### config.mk
export PLATFORM = sky130hd
export DESIGN_NAME = spim_engine
export DESIGN_NICKNAME = d
export VERILOG_FILES = /design/src/rtl/spim_pkg.sv /design/src/rtl/spim_baud.sv /design/src/rtl/spim_shift.sv /design/src/rtl/spim_ctrl.sv /design/src/rtl/spim_engine.sv
export SDC_FILE = /design/constraint.sdc
export NUM_CORES = 1
export LEC_CHECK = 0
export CORE_ASPECT_RATIO = 1.1
export CORE_UTILIZATION = 45
export CTS_CLUSTER_DIAMETER = 150
export DETAILED_ROUTE_END_ITERATION = 6
export DONT_BUFFER_PORTS = 1
export GPL_ROUTABILITY_DRIVEN = 0
export PLACE_DENSITY = 0.67
export SYNTH_ARGS = -nofsm -noshare
export SYNTH_HDL_FRONTEND = slang
export SYNTH_HIERARCHICAL = 1
export SYNTH_SLANG_ARGS = --single-unit
### constraint.sdc
create_clock -name clk -period 5.55 [get_ports clk]
set_input_delay 1.11 -clock clk [delete_from_list [all_inputs] [get_ports clk]]
set_output_delay 1.11 -clock clk [all_outputs]
set_load 0.005 [all_outputs]
### src/rtl/spim_pkg.sv
package spim_pkg;
  typedef enum logic [1:0] {
    ST_IDLE,
    ST_LEAD,
    ST_SHIFT,
    ST_TRAIL
  } spim_state_e;
endpackage

### src/rtl/spim_baud.sv
module spim_baud #(
  parameter int DIV_W = 3
) (
  input  logic             clk,
  input  logic             rst,
  input  logic             run,
  input  logic [DIV_W-1:0] div,
  output logic             tick
);
  logic [DIV_W-1:0] cnt;

  assign tick = run && (cnt == div);

  always_ff @(posedge clk) begin
    if (rst || !run) cnt <= '0;
    else if (cnt == div) cnt <= '0;
    else cnt <= cnt + 1'b1;
  end

  // counter never passes the captured divider value
  a_r6_cnt_bound: assert property (@(posedge clk) disable iff (rst)
    run |-> (cnt <= div));
endmodule

### src/rtl/spim_shift.sv
module spim_shift #(
  parameter int W = 8
) (
  input  logic         clk,
  input  logic         rst,
  input  logic         load,
  input  logic [W-1:0] load_data,
  input  logic         lsb_first,
  input  logic         rise,
  input  logic         fall,
  input  logic         miso,
  output logic         mosi,
  output logic [W-1:0] rx_word
);
  logic [W-1:0] sr;
  logic [W-1:0] sr_nxt;
  logic         lsb_q;
  logic         rbit;

  always_comb begin
    if (lsb_q) sr_nxt = {rbit, sr[W-1:1]};
    else       sr_nxt = {sr[W-2:0], rbit};
  end

  always_ff @(posedge clk) begin
    if (rst) begin
      sr    <= '0;
      lsb_q <= 1'b0;
      rbit  <= 1'b0;
      mosi  <= 1'b0;
    end else if (load) begin
      sr    <= load_data;
      lsb_q <= lsb_first;
      mosi  <= lsb_first ? load_data[0] : load_data[W-1];
    end else begin
      if (rise) rbit <= miso;
      if (fall) begin
        sr   <= sr_nxt;
        mosi <= lsb_q ? sr_nxt[0] : sr_nxt[W-1];
      end
    end
  end

  assign rx_word = sr;

  // outgoing data moves only on load or a falling edge
  a_r5_mosi_hold: assert property (@(posedge clk) disable iff (rst)
    (!load && !fall) |=> $stable(mosi));
endmodule

### src/rtl/spim_ctrl.sv
module spim_ctrl #(
  parameter int W     = 8,
  parameter int DIV_W = 3
) (
  input  logic             clk,
  input  logic             rst,
  input  logic             start,
  input  logic [DIV_W-1:0] div_in,
  input  logic             tick,
  output logic [DIV_W-1:0] div_q,
  output logic             run,
  output logic             rise,
  output logic             fall,
  output logic             finish,
  output logic             sclk,
  output logic             sel_n
);
  import spim_pkg::*;

  localparam int EDGES = 2 * W;
  localparam int EW    = $clog2(EDGES + 1);
  localparam logic [EW-1:0] EDGE_LAST = EW'(EDGES - 1);

  spim_state_e   state;
  logic [EW-1:0] edge_cnt;

  assign run    = (state != ST_IDLE);
  assign rise   = tick && ((state == ST_LEAD) || ((state == ST_SHIFT) && !sclk));
  assign fall   = tick && (state == ST_SHIFT) && sclk;
  assign finish = tick && (state == ST_TRAIL);

  always_ff @(posedge clk) begin
    if (rst) begin
      state    <= ST_IDLE;
      edge_cnt <= '0;
      div_q    <= '0;
      sclk     <= 1'b0;
      sel_n    <= 1'b1;
    end else begin
      case (state)
        ST_IDLE: if (start) begin
          state    <= ST_LEAD;
          sel_n    <= 1'b0;
          div_q    <= div_in;
          edge_cnt <= '0;
        end
        ST_LEAD: if (tick) begin
          state    <= ST_SHIFT;
          sclk     <= 1'b1;
          edge_cnt <= EW'(1);
        end
        ST_SHIFT: if (tick) begin
          sclk     <= ~sclk;
          edge_cnt <= edge_cnt + 1'b1;
          if (edge_cnt == EDGE_LAST) state <= ST_TRAIL;
        end
        default: if (tick) begin
          state <= ST_IDLE;
          sel_n <= 1'b1;
        end
      endcase
    end
  end

  // clock only pulses while the select is asserted
  a_r7_sclk_in_sel: assert property (@(posedge clk) disable iff (rst)
    sclk |-> !sel_n);
  // clock rests low when idle
  a_r5_idle_low: assert property (@(posedge clk) disable iff (rst)
    !run |-> !sclk);
  // clock moves only on a divider tick
  a_r6_sclk_on_tick: assert property (@(posedge clk) disable iff (rst)
    !tick |=> $stable(sclk));
endmodule

### src/rtl/spim_engine.sv
module spim_engine #(
  parameter int W     = 8,
  parameter int DIV_W = 3
) (
  input  logic             clk,
  input  logic             rst,
  input  logic             wr_en,
  input  logic [W-1:0]     wr_data,
  input  logic             rd_en,
  output logic [W-1:0]     rd_data,
  input  logic             lsb_first,
  input  logic [DIV_W-1:0] div_sel,
  output logic             busy,
  output logic             done,
  output logic             wcol,
  output logic             sclk,
  output logic             mosi,
  input  logic             miso,
  output logic             sel_n
);
  logic             start;
  logic             tick;
  logic             run;
  logic             rise;
  logic             fall;
  logic             finish;
  logic [DIV_W-1:0] div_q;
  logic [W-1:0]     rx_word;

  assign busy  = run;
  assign start = wr_en && !run;

  spim_ctrl #(.W(W), .DIV_W(DIV_W)) u_ctrl (
    .clk(clk), .rst(rst), .start(start), .div_in(div_sel), .tick(tick),
    .div_q(div_q), .run(run), .rise(rise), .fall(fall), .finish(finish),
    .sclk(sclk), .sel_n(sel_n)
  );

  spim_baud #(.DIV_W(DIV_W)) u_baud (
    .clk(clk), .rst(rst), .run(run), .div(div_q), .tick(tick)
  );

  spim_shift #(.W(W)) u_shift (
    .clk(clk), .rst(rst), .load(start), .load_data(wr_data),
    .lsb_first(lsb_first), .rise(rise), .fall(fall), .miso(miso),
    .mosi(mosi), .rx_word(rx_word)
  );

  always_ff @(posedge clk) begin
    if (rst) begin
      rd_data <= '0;
      done    <= 1'b0;
      wcol    <= 1'b0;
    end else begin
      if (finish) begin
        rd_data <= rx_word;
        done    <= 1'b1;
      end else if (rd_en) begin
        done <= 1'b0;
      end
      if (wr_en && run) wcol <= 1'b1;
      else if (rd_en)   wcol <= 1'b0;
    end
  end

  // a write during a transfer raises the collision flag
  a_r10_wcol_set: assert property (@(posedge clk) disable iff (rst)
    (wr_en && busy) |=> wcol);
  // a read clears the collision flag
  a_r9_wcol_clr: assert property (@(posedge clk) disable iff (rst)
    (rd_en && !(wr_en && busy)) |=> !wcol);
  // completion raises done
  a_r8_done_set: assert property (@(posedge clk) disable iff (rst)
    finish |=> (done && sel_n));
  // a read clears done
  a_r9_done_clr: assert property (@(posedge clk) disable iff (rst)
    (rd_en && !finish) |=> !done);
endmodule

After elaboration in Yosys (flattened, before gate mapping). Index checks and enable logic that the tools add are counted.

Add/sub/neg operators: 2. Equality and inequality tests: 9. Mux-type cells: 25. Bitwise operators: 3. Reductions and logical operators: 28.

Operator list (number): 8-bit 2-to-1 mux (3); 5-bit 2-to-1 mux (3); 5-bit one-hot mux with 3 select lines (1); 2-bit nonzero test (6); 1-bit 2-to-1 mux (10); 2-bit 2-to-1 mux (5); 1-bit logical AND (8); 2-bit one-hot mux with 3 select lines (1); 3-bit AND reduction (2); 5-bit by 1-bit adder with 5-bit output, second input constant (1); 5-bit by 4-bit == test with 1-bit output, second input constant (1); 5-bit AND reduction (1); 2-bit == test, second input constant (2); 2-bit by 1-bit inequality test with 1-bit output, second input constant (2); 2-bit inequality test, second input constant (2); 1-bit one-hot mux with 2 select lines (2); 2-bit AND reduction (2); 4-bit AND reduction (1); 2-bit OR reduction (2); 3-bit by 1-bit adder with 3-bit output, second input constant (1); 3-bit == test (1); 1-bit NOT (3); 3-bit nonzero test (1); 2-bit by 1-bit == test with 1-bit output, second input constant (1); 3 further kinds (5).

Flip-flop bits (word level): 36. Input port bits: 17. Output and inout port bits: 14. Word-level logic and storage cells: 80.

Longest topological paths before layout. Gate-level depths: netlist of the first run.

Depth in word-level cells: 6. Depth in mapped cells: 11.

Cells and area by module. The synthesis of the first run kept the hierarchy.

Modules (own cells, without submodules): spim_ctrl (times used 1, cells an instance 88, area an instance 754.5 um^2); spim_shift (times used 1, cells an instance 68, area an instance 585.6 um^2); spim_engine (times used 1, cells an instance 35, area an instance 362.8 um^2); spim_baud (times used 1, cells an instance 14, area an instance 153.9 um^2).

Least setup slack after synthesis of the first run. OpenSTA, ideal clock, no wires.

Kind: in2reg. From: input port wr_en. To: register u_ctrl.edge_cnt[3]. Setup time: 75 ps. Arrival time: 2377 ps. Required time: 5475 ps. Slack: 3098 ps. Stages on the path: 4. Buffers on the path: 0. Path through: nor2b_1 > mux2i_2 > or4_1 > o22ai_1.

Word-level cells in the longest chain between the ends: 3.

Ends and longest elaborated chain: from (decl) (line spim_engine.sv:7) `input logic wr_en,`; 1-bit logical AND (line spim_engine.sv:31) `assign start = wr_en && !run;`; 2-bit inequality test (no source line); 4-bit AND reduction (no source line); to (signal assigned) (line spim_ctrl.sv:54) `edge_cnt <= edge_cnt + 1'b1;`; to (decl) (line spim_ctrl.sv:25) `logic [EW-1:0] edge_cnt;`.

No other way between the ends. A chain may end at the register's enable or synchronous reset.

Worst setup path after layout of the first run.
From: register u_ctrl.state[1]. To: output port busy.

Word-level cells in the longest chain between the ends: 1.

Ends and longest elaborated chain: from (decl) (line spim_ctrl.sv:24) `spim_state_e state;`; from (signal assigned) (line spim_ctrl.sv:34) `state <= ST_IDLE;`; from (signal assigned) (line spim_ctrl.sv:42) `state <= ST_LEAD;`; from (signal assigned) (line spim_ctrl.sv:48) `state <= ST_SHIFT;`; 2-bit nonzero test (line spim_ctrl.sv:27) `assign run = (state != ST_IDLE);`; to (decl) (line spim_engine.sv:13) `output logic busy,`.

No other way between the ends.

==> flow_summary.html, run 1 <==
<table>
<tr><th>Metric</th><th>Value</th></tr>
<tr><th colspan="2">Outcome</th></tr>
<tr><td>Status</td><td>completed</td></tr>
<tr><th colspan="2">Finish</th></tr>
<tr><td>Number of standard cells in the final layout excluding fillers</td><td>around 250</td></tr>
<tr><td>Number of nets in the layout</td><td>roughly 230</td></tr>
<tr><td>Ant diodes</td><td>0</td></tr>
<tr><td>Layout cells sized above 1</td><td>under 10%</td></tr>
<tr><td>Layout overhead on the synthesized area</td><td>3.032%</td></tr>
<tr><td>Filler cells</td><td>413</td></tr>
<tr><th colspan="2">Timing</th></tr>
<tr><td>Max-slew violation count</td><td>0</td></tr>
<tr><td>Fin Clk Skew</td><td>0.002088 ns</td></tr>
<tr><td>Time the worst path needs with I/O delays and setup</td><td>roughly 2.4 ns</td></tr>
<tr><td>Accumulated negative setup slack</td><td>0 ns</td></tr>
<tr><td>Unrepaired setup endpoints after global routing</td><td>false</td></tr>
<tr><td>Top achievable clock speed</td><td>~0.42 GHz</td></tr>
<tr><td>Measured slew at the worst slew-check pin</td><td>0.4916 ns</td></tr>
<tr><td>Final-report hold violation count</td><td>0</td></tr>
<tr><td>Worst slew margin relative to its limit</td><td>67.18%</td></tr>
<tr><td>Number of setup violations in the final report</td><td>0</td></tr>
<tr><td>Share of the cycle needed by the critical path after routing</td><td>43.24%</td></tr>
<tr><th colspan="2">Route</th></tr>
<tr><td>Detailed-route DRC error count</td><td>0</td></tr>
<tr><td>Final ANT Viol Nets</td><td>0</td></tr>
<tr><td>Number of vias per cell</td><td>approximately 5.4</td></tr>
<tr><td>Detailed router's first-iteration violation count</td><td>120</td></tr>
<tr><td>Final WL</td><td>about 3.4 mm</td></tr>
<tr><td>Average detailed-routed wire length per instance</td><td>13.48 µm</td></tr>
<tr><td>Via count of the routed design</td><td>around 1400</td></tr>
<tr><td>First-pass iteration count of the detailed router</td><td>5</td></tr>
<tr><th colspan="2">Die</th></tr>
<tr><td>Area of the core region</td><td>between 0.003 and 0.004 mm²</td></tr>
<tr><td>Total number of placement rows</td><td>24</td></tr>
<tr><td>Effective utilization at floorplan</td><td>46.84%</td></tr>
<tr><td>Die Height</td><td>69.37 µm</td></tr>
<tr><td>Die area</td><td>0.004387 mm²</td></tr>
<tr><td>Overall die width</td><td>63.25 µm</td></tr>
<tr><td>Top-level port count</td><td>31</td></tr>
<tr><th colspan="2">Synthesis</th></tr>
<tr><td>Post-synthesis async set-or-reset flop share</td><td>0%</td></tr>
<tr><td>Multiplexer share of the synthesized area</td><td>10.44%</td></tr>
<tr><td>Top cells by area, synth</td><td>dfxtp_1 (39%), mux2i_1 (9.7%), a21oi_1 (5.4%)</td></tr>
<tr><td>Count of mapped cells out of synthesis</td><td>about 200</td></tr>
<tr><td>Cell type with the largest total area after synthesis</td><td>dfxtp_1</td></tr>
<tr><td>Fraction of the mapped netlist area in adder cells</td><td>4.717%</td></tr>
<tr><td>Sequential area share after synthesis</td><td>38.81%</td></tr>
<tr><td>Synthesized area divided by synthesized cell count</td><td>9.057 µm²</td></tr>
<tr><td>Library cells used by synthesis</td><td>43</td></tr>
<tr><td>Most used standard cell by instance count after synthesis</td><td>dfxtp_1</td></tr>
<tr><td>Netlist Area Pre-Place</td><td>0.001857 mm²</td></tr>
<tr><td>Leading register cell type out of synthesis</td><td>dfxtp_1</td></tr>
<tr><td>Number of register bits inferred by synthesis</td><td>36</td></tr>
<tr><td>Post-synth top area share</td><td>38.81%</td></tr>
<tr><td>Count of flip-flops with a built-in enable after synthesis</td><td>0</td></tr>
<tr><td>Compound-cell area share of the yosys netlist</td><td>between 10% and 20%</td></tr>
<tr><td>List of most frequent post-synthesis cells</td><td>dfxtp_1 (36), a21oi_1 (20), nor2_1 (19)</td></tr>
<tr><td>Synthesis Warnings</td><td>6</td></tr>
<tr><td>Largest family of logic cells by synthesized area</td><td>simple AND/OR/NAND/NOR gates</td></tr>
<tr><td>Simple-Gate Fraction of Synth Area</td><td>between 15 and 20%</td></tr>
<tr><td>Post-synthesis share of cell area spent on xor and xnor gates</td><td>1.887%</td></tr>
<tr><td>Net Count, Synth</td><td>229</td></tr>
<tr><th colspan="2">Worst setup path</th></tr>
<tr><td>Arrival time of data at the critical path endpoint</td><td>between 1 and 1.5 ns</td></tr>
<tr><td>Family with the most delay on the worst path</td><td>flip-flops</td></tr>
<tr><td>Worst-path cell chain</td><td>inv_1, ha_1, inv_1</td></tr>
<tr><td>Type of origin of the critical path</td><td>flop</td></tr>
<tr><td>Worst EP required</td><td>4.44 ns</td></tr>
<tr><td>Startpoint-to-endpoint class of the critical path</td><td>reg2out</td></tr>
<tr><td>Worst path max stage delay</td><td>0.39 ns</td></tr>
<tr><td>Crit path top cell by count</td><td>inv_1</td></tr>
<tr><td>Setup crit end kind</td><td>output pin</td></tr>
<tr><td>Cell with the biggest individual delay on the critical path</td><td>dfxtp_1</td></tr>
<tr><td>Crit path max fanout</td><td>9</td></tr>
<tr><td>Number of buffers and inverters on the critical path</td><td>2</td></tr>
<tr><th colspan="2">Clock tree</th></tr>
<tr><td>Number of gates given a new drive strength after cts</td><td>0</td></tr>
<tr><td>Root Buffer</td><td>clkbuf_8</td></tr>
<tr><td>Clock sinks</td><td>36</td></tr>
<tr><td>Number of buffers inserted by post-CTS setup repair</td><td>0</td></tr>
<tr><td>Number of buffers added to fix hold violations after cts</td><td>0</td></tr>
<tr><td>Num CTS Buffers</td><td>5</td></tr>
<tr><td>Source-to-sink clock delay at the later pin of the worst-skew pair</td><td>0.29 ns</td></tr>
<tr><td>Clock tree buffer depth</td><td>2</td></tr>
<tr><td>Clock input transition at the sequential cells of the worst setup and hold paths</td><td>about 0.070 ns</td></tr>
<tr><td>Max H-tree Level</td><td>2</td></tr>
<tr><td>CTS tree</td><td>built</td></tr>
<tr><th colspan="2">Global route</th></tr>
<tr><td>Pin count of the biggest net entering global routing</td><td>38</td></tr>
<tr><td>GRT Util Overall</td><td>~17%</td></tr>
<tr><td>Remaining global-route overflow</td><td>0</td></tr>
<tr><td>Vias in the first global route</td><td>1250</td></tr>
<tr><td>Initial antenna violation count</td><td>0</td></tr>
<tr><td>First-pass GRT wire length</td><td>5.871 mm</td></tr>
<tr><th colspan="2">Place</th></tr>
<tr><td>Total of buffers placed on input and output ports</td><td>0</td></tr>
<tr><td>Inst Count DP</td><td>approximately 250</td></tr>
<tr><td>Detailed placer's ending HPWL</td><td>2.368 mm</td></tr>
<tr><th colspan="2">Pwr</th></tr>
<tr><td>Power density cells</td><td>439.6 mW/mm²</td></tr>
<tr><td>Peak ir drop on the vdd network</td><td>roughly 240 µV</td></tr>
<tr><td>Leakage power summed over all cells</td><td>between 0.6 and 0.7 nW</td></tr>
<tr><th colspan="2">Hold path</th></tr>
<tr><td>Type of the most critical hold path</td><td>reg2reg</td></tr>
<tr><th colspan="2">Run</th></tr>
<tr><td>Reported max-cap violation count</td><td>0</td></tr>
</table>
[power by group]
group	leakage (nW)	internal, mW	switching, mW
combinational	0.311	0.125	0.188
clock	0.0455	0.101	0.0890
sequential	0.293	0.298	0.0405
total	0.649	0.524	0.317
[cell families after synthesis]
kind of cell               after synthesis
AOI/OAI and AO/OA                       44
xor gates and xnor gates                 4
adders and majority gates                7
buffers and inverters                   23
DFF                                     36
muxes                                   19
and+or+nand+nor                         72
[routing by layer]
metal / global-route usage (%) / routed length [µm] / share of wire [%] / vias to the layer above
li1: - / - / - / 705
met1: 21.52 / 1598 / 47 / 623
met2: 25.93 / 1565 / 46 / 25
met3: 6.579 / 189 / 5.5 / 6
met4: 8.333 / 70 / 2.0 / 0
met5: 0 / 0 / 0 / -
[tightest hold or removal path, stage by stage (launching register included)]
cell and delay [ns]:
dfxtp_1 0.32, nand2_1 0.05, a21oi_1 0.05
[cell usage in the layout, fill, tap and decap left out, types with 2 or more instances in the layout]
cell type   n
a211o_1     6
o21ai_0     3
a21oi_1    20
nor2_1     19
nor3_1      4
nand2b_1   11
nand3_1     4
nand2_1    18
a311oi_1    5
clkbuf_1    2
nor2b_1     2
clkbuf_8    6
or4_1       2
inv_1      11
mux2i_1    18
xnor2_1     4
ha_1        7
dfxtp_1    36
[state kept, by name, summed over array words and instances, names as in the netlist, 2 cells and up]
register / count
rd_data: 8
u_shift/rx_word: 8
u_ctrl/edge_cnt: 5
u_baud/cnt: 3
u_ctrl/div_q: 3
u_ctrl/state: 2
[layout make-up]
| cell class | count | area [µm²] | area share [%] |
|---|---|---|---|
| timing repair buffer | 1 | 7.507 | 0.3924 |
| sequential | 36 | 720.7 | 37.67 |
| tap | 52 | 65.06 | 3.401 |
| clock buffer | 8 | 90.09 | 4.709 |
| multi-input combinational | 146 | 988.4 | 51.67 |
| inverter | 11 | 41.29 | 2.158 |
[worst paths after layout]
kind / startpoint / to / slack [ns] / depth (start not counted)
max: u_ctrl/state[1] / busy / 3.15 / 3
min: u_ctrl/div_q[1] / u_ctrl/div_q[1] / 0.46 / 2
max reg2reg: u_ctrl/state[1] / u_ctrl/edge_cnt[3] / 3.16 / 7
min reg2reg: u_ctrl/div_q[1] / u_ctrl/div_q[1] / 0.46 / 2
[metrics by stage]
stage	setup WS [ns]	total power, mW	cell area (µm²)	utilization [%]	hold slack [ns]
floorplan	3.098	0.6246	1857	-	0.4411
global placement	3.107	0.6527	1823	45.99	0.4516
detailed placement	3.093	0.6550	1823	45.99	0.4563
CTS	3.147	0.8462	1913	48.26	0.4658
global route	2.988	0.9094	1913	48.26	0.4897
finish	3.150	0.8410	1913	48.26	0.4612
(Power assumes the default switching activity.)
==> run 2, diff against run 1 <==
- clock period: 5.55 -> 2.3 ns (I/O delays scaled with it)
==> run 2 against run 1 <==
  * Clock skew rose by 0.0039 ns
  * Largest cell class unchanged
  * Register-to-register slack got worse by 3.0 ns
  * Worst setup slack got worse by 3.0 ns
  * Hold slack got worse by 0.23 ns
  * Sequential share of layout area fell by 0.49 points
  * Final area rose by 1.3%
  * Flip-flop and latch count did not move
  * Routed wire length rose by 1.2%
  * Critical path depth rose by 4
  * Power rose by 150%
==> flow_summary.html, run 2 (synthesis gave the netlist of run 1 again) <==
<table>
<tr><th>Metric</th><th>Value</th></tr>
<tr><th colspan="2">Worst setup path</th></tr>
<tr><td>Type of origin of the critical path</td><td>flop</td></tr>
<tr><td>Critical path destination</td><td>u_ctrl/edge_cnt[3]</td></tr>
<tr><td>Crit path max fanout</td><td>10 (+1)</td></tr>
<tr><td>Start point of the critical path</td><td>u_ctrl/state[0]</td></tr>
<tr><td>Critical register-to-register path endpoint</td><td>u_ctrl/edge_cnt[3]</td></tr>
<tr><td>Number of buffers and inverters on the critical path</td><td>2 (unchanged)</td></tr>
<tr><td>Worst path max stage delay</td><td>0.55 ns (+0.16 ns)</td></tr>
<tr><td>Worst-path cell chain</td><td>inv_1, ha_1, inv_1, and4_2, o21ba_1, or4_1, o22ai_1</td></tr>
<tr><td>Startpoint-to-endpoint class of the critical path</td><td>reg2reg</td></tr>
<tr><td>Critical path depth in cells</td><td>7 (+4)</td></tr>
<tr><td>Arrival time of data at the critical path endpoint</td><td>2.34 ns (+1.05 ns)</td></tr>
<tr><td>Family with the most delay on the worst path</td><td>simple AND/OR/NAND/NOR gates</td></tr>
<tr><td>FF-to-FF setup slack</td><td>0.17 ns (-2.99 ns)</td></tr>
<tr><td>Worst EP required</td><td>2.51 ns (-1.93 ns)</td></tr>
<tr><td>Setup crit end kind</td><td>flop</td></tr>
<tr><td>Worst r2r path cells</td><td>7 (unchanged)</td></tr>
<tr><td>Cell with the biggest individual delay on the critical path</td><td>or4_1</td></tr>
<tr><td>RR Startpoint</td><td>u_ctrl/state[0]</td></tr>
<tr><td>Crit path top cell by count</td><td>inv_1</td></tr>
<tr><th colspan="2">Die</th></tr>
<tr><td>Area of the core region</td><td>0.003964 mm² (unchanged)</td></tr>
<tr><td>Total number of placement rows</td><td>24 (unchanged)</td></tr>
<tr><td>Overall die width</td><td>63.25 µm (unchanged)</td></tr>
<tr><td>Die Height</td><td>69.37 µm (unchanged)</td></tr>
<tr><td>Effective utilization at floorplan</td><td>46.84% (unchanged)</td></tr>
<tr><td>Top-level port count</td><td>31 (unchanged)</td></tr>
<tr><td>Die area</td><td>0.004387 mm² (unchanged)</td></tr>
<tr><th colspan="2">Timing</th></tr>
<tr><td>Number of setup violations in the final report</td><td>0 (unchanged)</td></tr>
<tr><td>Unrepaired setup endpoints after global routing</td><td>false</td></tr>
<tr><td>Measured slew at the worst slew-check pin</td><td>0.5256 ns (+0.03393 ns)</td></tr>
<tr><td>Final-report hold violation count</td><td>0 (unchanged)</td></tr>
<tr><td>Top achievable clock speed</td><td>0.4701 GHz</td></tr>
<tr><td>Accumulated negative setup slack</td><td>0 ns (unchanged)</td></tr>
<tr><td>Max-slew violation count</td><td>0 (unchanged)</td></tr>
<tr><td>Worst slew margin relative to its limit</td><td>64.96% (-2.2 points)</td></tr>
<tr><td>Share of the cycle needed by the critical path after routing</td><td>92.50%</td></tr>
<tr><td>Time the worst path needs with I/O delays and setup</td><td>approximately 2.1 ns</td></tr>
<tr><td>Fin Clk Skew</td><td>0.005972 ns (+0.003884 ns)</td></tr>
<tr><th colspan="2">Clock tree</th></tr>
<tr><td>Number of gates given a new drive strength after cts</td><td>0 (unchanged)</td></tr>
<tr><td>Clock input transition at the sequential cells of the worst setup and hold paths</td><td>0.07 ns (about the same)</td></tr>
<tr><td>Num CTS Buffers</td><td>5 (unchanged)</td></tr>
<tr><td>Clock sinks</td><td>36 (unchanged)</td></tr>
<tr><td>Number of buffers inserted by post-CTS setup repair</td><td>0 (unchanged)</td></tr>
<tr><td>Number of buffers added to fix hold violations after cts</td><td>0 (unchanged)</td></tr>
<tr><td>Root Buffer</td><td>clkbuf_8</td></tr>
<tr><td>CTS tree</td><td>built</td></tr>
<tr><td>Clock tree buffer depth</td><td>2 (unchanged)</td></tr>
<tr><td>Max H-tree Level</td><td>2 (unchanged)</td></tr>
<tr><td>Source-to-sink clock delay at the later pin of the worst-skew pair</td><td>0.29 ns (about the same)</td></tr>
<tr><th colspan="2">Finish</th></tr>
<tr><td>Layout overhead on the synthesized area</td><td>4.380%</td></tr>
<tr><td>Layout cells sized above 1</td><td>9.268% (+2.3 points)</td></tr>
<tr><td>Top library cells by usage in the layout, fill and taps aside</td><td>dfxtp_1 (36), a21oi_1 (20), nor2_1 (19)</td></tr>
<tr><td>Ant diodes</td><td>0 (unchanged)</td></tr>
<tr><td>Most common cell after layout, fill and taps aside</td><td>dfxtp_1</td></tr>
<tr><td>Final cell area excluding filler cells</td><td>0.001938 mm² (+1.3%)</td></tr>
<tr><td>Number of nets in the layout</td><td>228 (+1.3%)</td></tr>
<tr><th colspan="2">Run</th></tr>
<tr><td>Reported max-cap violation count</td><td>0 (unchanged)</td></tr>
<tr><th colspan="2">Global route</th></tr>
<tr><td>Global routing usage on met1</td><td>20.85% (-0.68 points)</td></tr>
<tr><td>Pin count of the biggest net entering global routing</td><td>38 (unchanged)</td></tr>
<tr><td>Vias in the first global route</td><td>1371 (+9.7%)</td></tr>
<tr><td>Highest-utilization routing layer at the global route stage</td><td>met2</td></tr>
<tr><td>First-pass GRT wire length</td><td>6.092 mm (+3.8%)</td></tr>
<tr><td>Met2 Usage GRT</td><td>28.20% (+2.3 points)</td></tr>
<tr><td>Initial antenna violation count</td><td>0 (unchanged)</td></tr>
<tr><td>GRT Util Overall</td><td>17.75% (+0.50 points)</td></tr>
<tr><td>Remaining global-route overflow</td><td>0 (unchanged)</td></tr>
<tr><td>Global-route met3 utilization</td><td>5.263% (-1.3 points)</td></tr>
<tr><th colspan="2">Route</th></tr>
<tr><td>First-pass iteration count of the detailed router</td><td>4 (-1)</td></tr>
<tr><td>Average detailed-routed wire length per instance</td><td>13.48 µm (about the same)</td></tr>
<tr><td>Detailed-route DRC error count</td><td>0 (unchanged)</td></tr>
<tr><td>Number of vias per cell</td><td>5.377 (+0.51%)</td></tr>
<tr><td>Final ANT Viol Nets</td><td>0 (unchanged)</td></tr>
<tr><td>Via count of the routed design</td><td>1382 (+1.7%)</td></tr>
<tr><td>Detailed router's first-iteration violation count</td><td>108 (-10%)</td></tr>
<tr><td>Final WL</td><td>3.464 mm (+1.2%)</td></tr>
<tr><th colspan="2">Pwr</th></tr>
<tr><td>Peak ir drop on the vdd network</td><td>408.1 µV (+67%)</td></tr>
<tr><td>Leakage power summed over all cells</td><td>0.6698 nW (+3.2%)</td></tr>
<tr><td>Power density cells</td><td>1071 mW/mm² (+140%)</td></tr>
<tr><th colspan="2">Place</th></tr>
<tr><td>Post-DP Area</td><td>0.001846 mm² (+1.2%)</td></tr>
<tr><td>Total of buffers placed on input and output ports</td><td>0 (unchanged)</td></tr>
<tr><td>Detailed placer's ending HPWL</td><td>2.429 mm (+2.6%)</td></tr>
<tr><th colspan="2">Hold path</th></tr>
<tr><td>Number of cells traversed by the worst hold path</td><td>1 (-1)</td></tr>
<tr><td>Type of the most critical hold path</td><td>in2reg</td></tr>
<tr><th colspan="2">Outcome</th></tr>
<tr><td>Status</td><td>completed</td></tr>
</table>
run 2: per-stage QoR:
step | std cells | setup WS, ns | power (mW) | hold slack (ns) | util, %
final | 257 | 0.1726 | 2.076 | 0.2339 | 48.90
after global routing | 257 | 0.02037 | 2.251 | 0.2140 | 48.90
after CTS | 257 | 0.1854 | 2.095 | 0.2217 | 48.90
after detailed placement | 249 | 0.2120 | 1.629 | 0.4592 | 46.56
after global placement | 249 | 0.2674 | 1.615 | 0.4529 | 46.56
after floorplan | 205 | 0.1343 | 1.507 | 0.4411 | -
run 2: cell type report:
type                    count  area [µm²]
fillers                   393        2026
multi-input cells         146       988.4
flip-flops and latches     36       720.7
clock buffers               6       82.58
well taps                  52       65.06
inverters                  11       41.29
repair buffers              4       30.03
clock inverters             2       10.01
run 2: power by group:
| part | internal (mW) | switching (mW) | total (mW) |
|---|---|---|---|
| clock | 0.239 | 0.221 | 0.459 |
| sequential | 0.719 | 0.0973 | 0.816 |
| combinational | 0.334 | 0.466 | 0.800 |
| total | 1.29 | 0.784 | 2.08 |
run 2: how the worst min path moves through the flow:
stage	to	startpoint	slack [ns]
4_1_cts	u_shift/rx_word[3]	rst	0.22
6_report	u_ctrl/edge_cnt[0]	rst	0.23
5_1_grt	u_shift/rx_word[2]	rst	0.21
3_5_place_dp	u_ctrl/div_q[2]	u_ctrl/div_q[2]	0.46
2_1_floorplan	u_baud/cnt[0]	u_baud/cnt[0]	0.44
3_3_place_gp	u_ctrl/edge_cnt[4]	u_ctrl/edge_cnt[4]	0.45
run 2: routing by layer:
layer / up-vias / wire length [µm]
li1: 710 / -
met1: 644 / 1600
met2: 20 / 1610
met3: 8 / 167
met4: 0 / 86
met5: - / 0
run 2: worst reg2reg max path: cells and delay by family (launching register included):
family          cells  cell delay [ns]
flops               1             0.38
fa+ha+maj           1             0.21
compound gates      2             0.42
simple gates        2             0.86
buf+inv             2             0.19
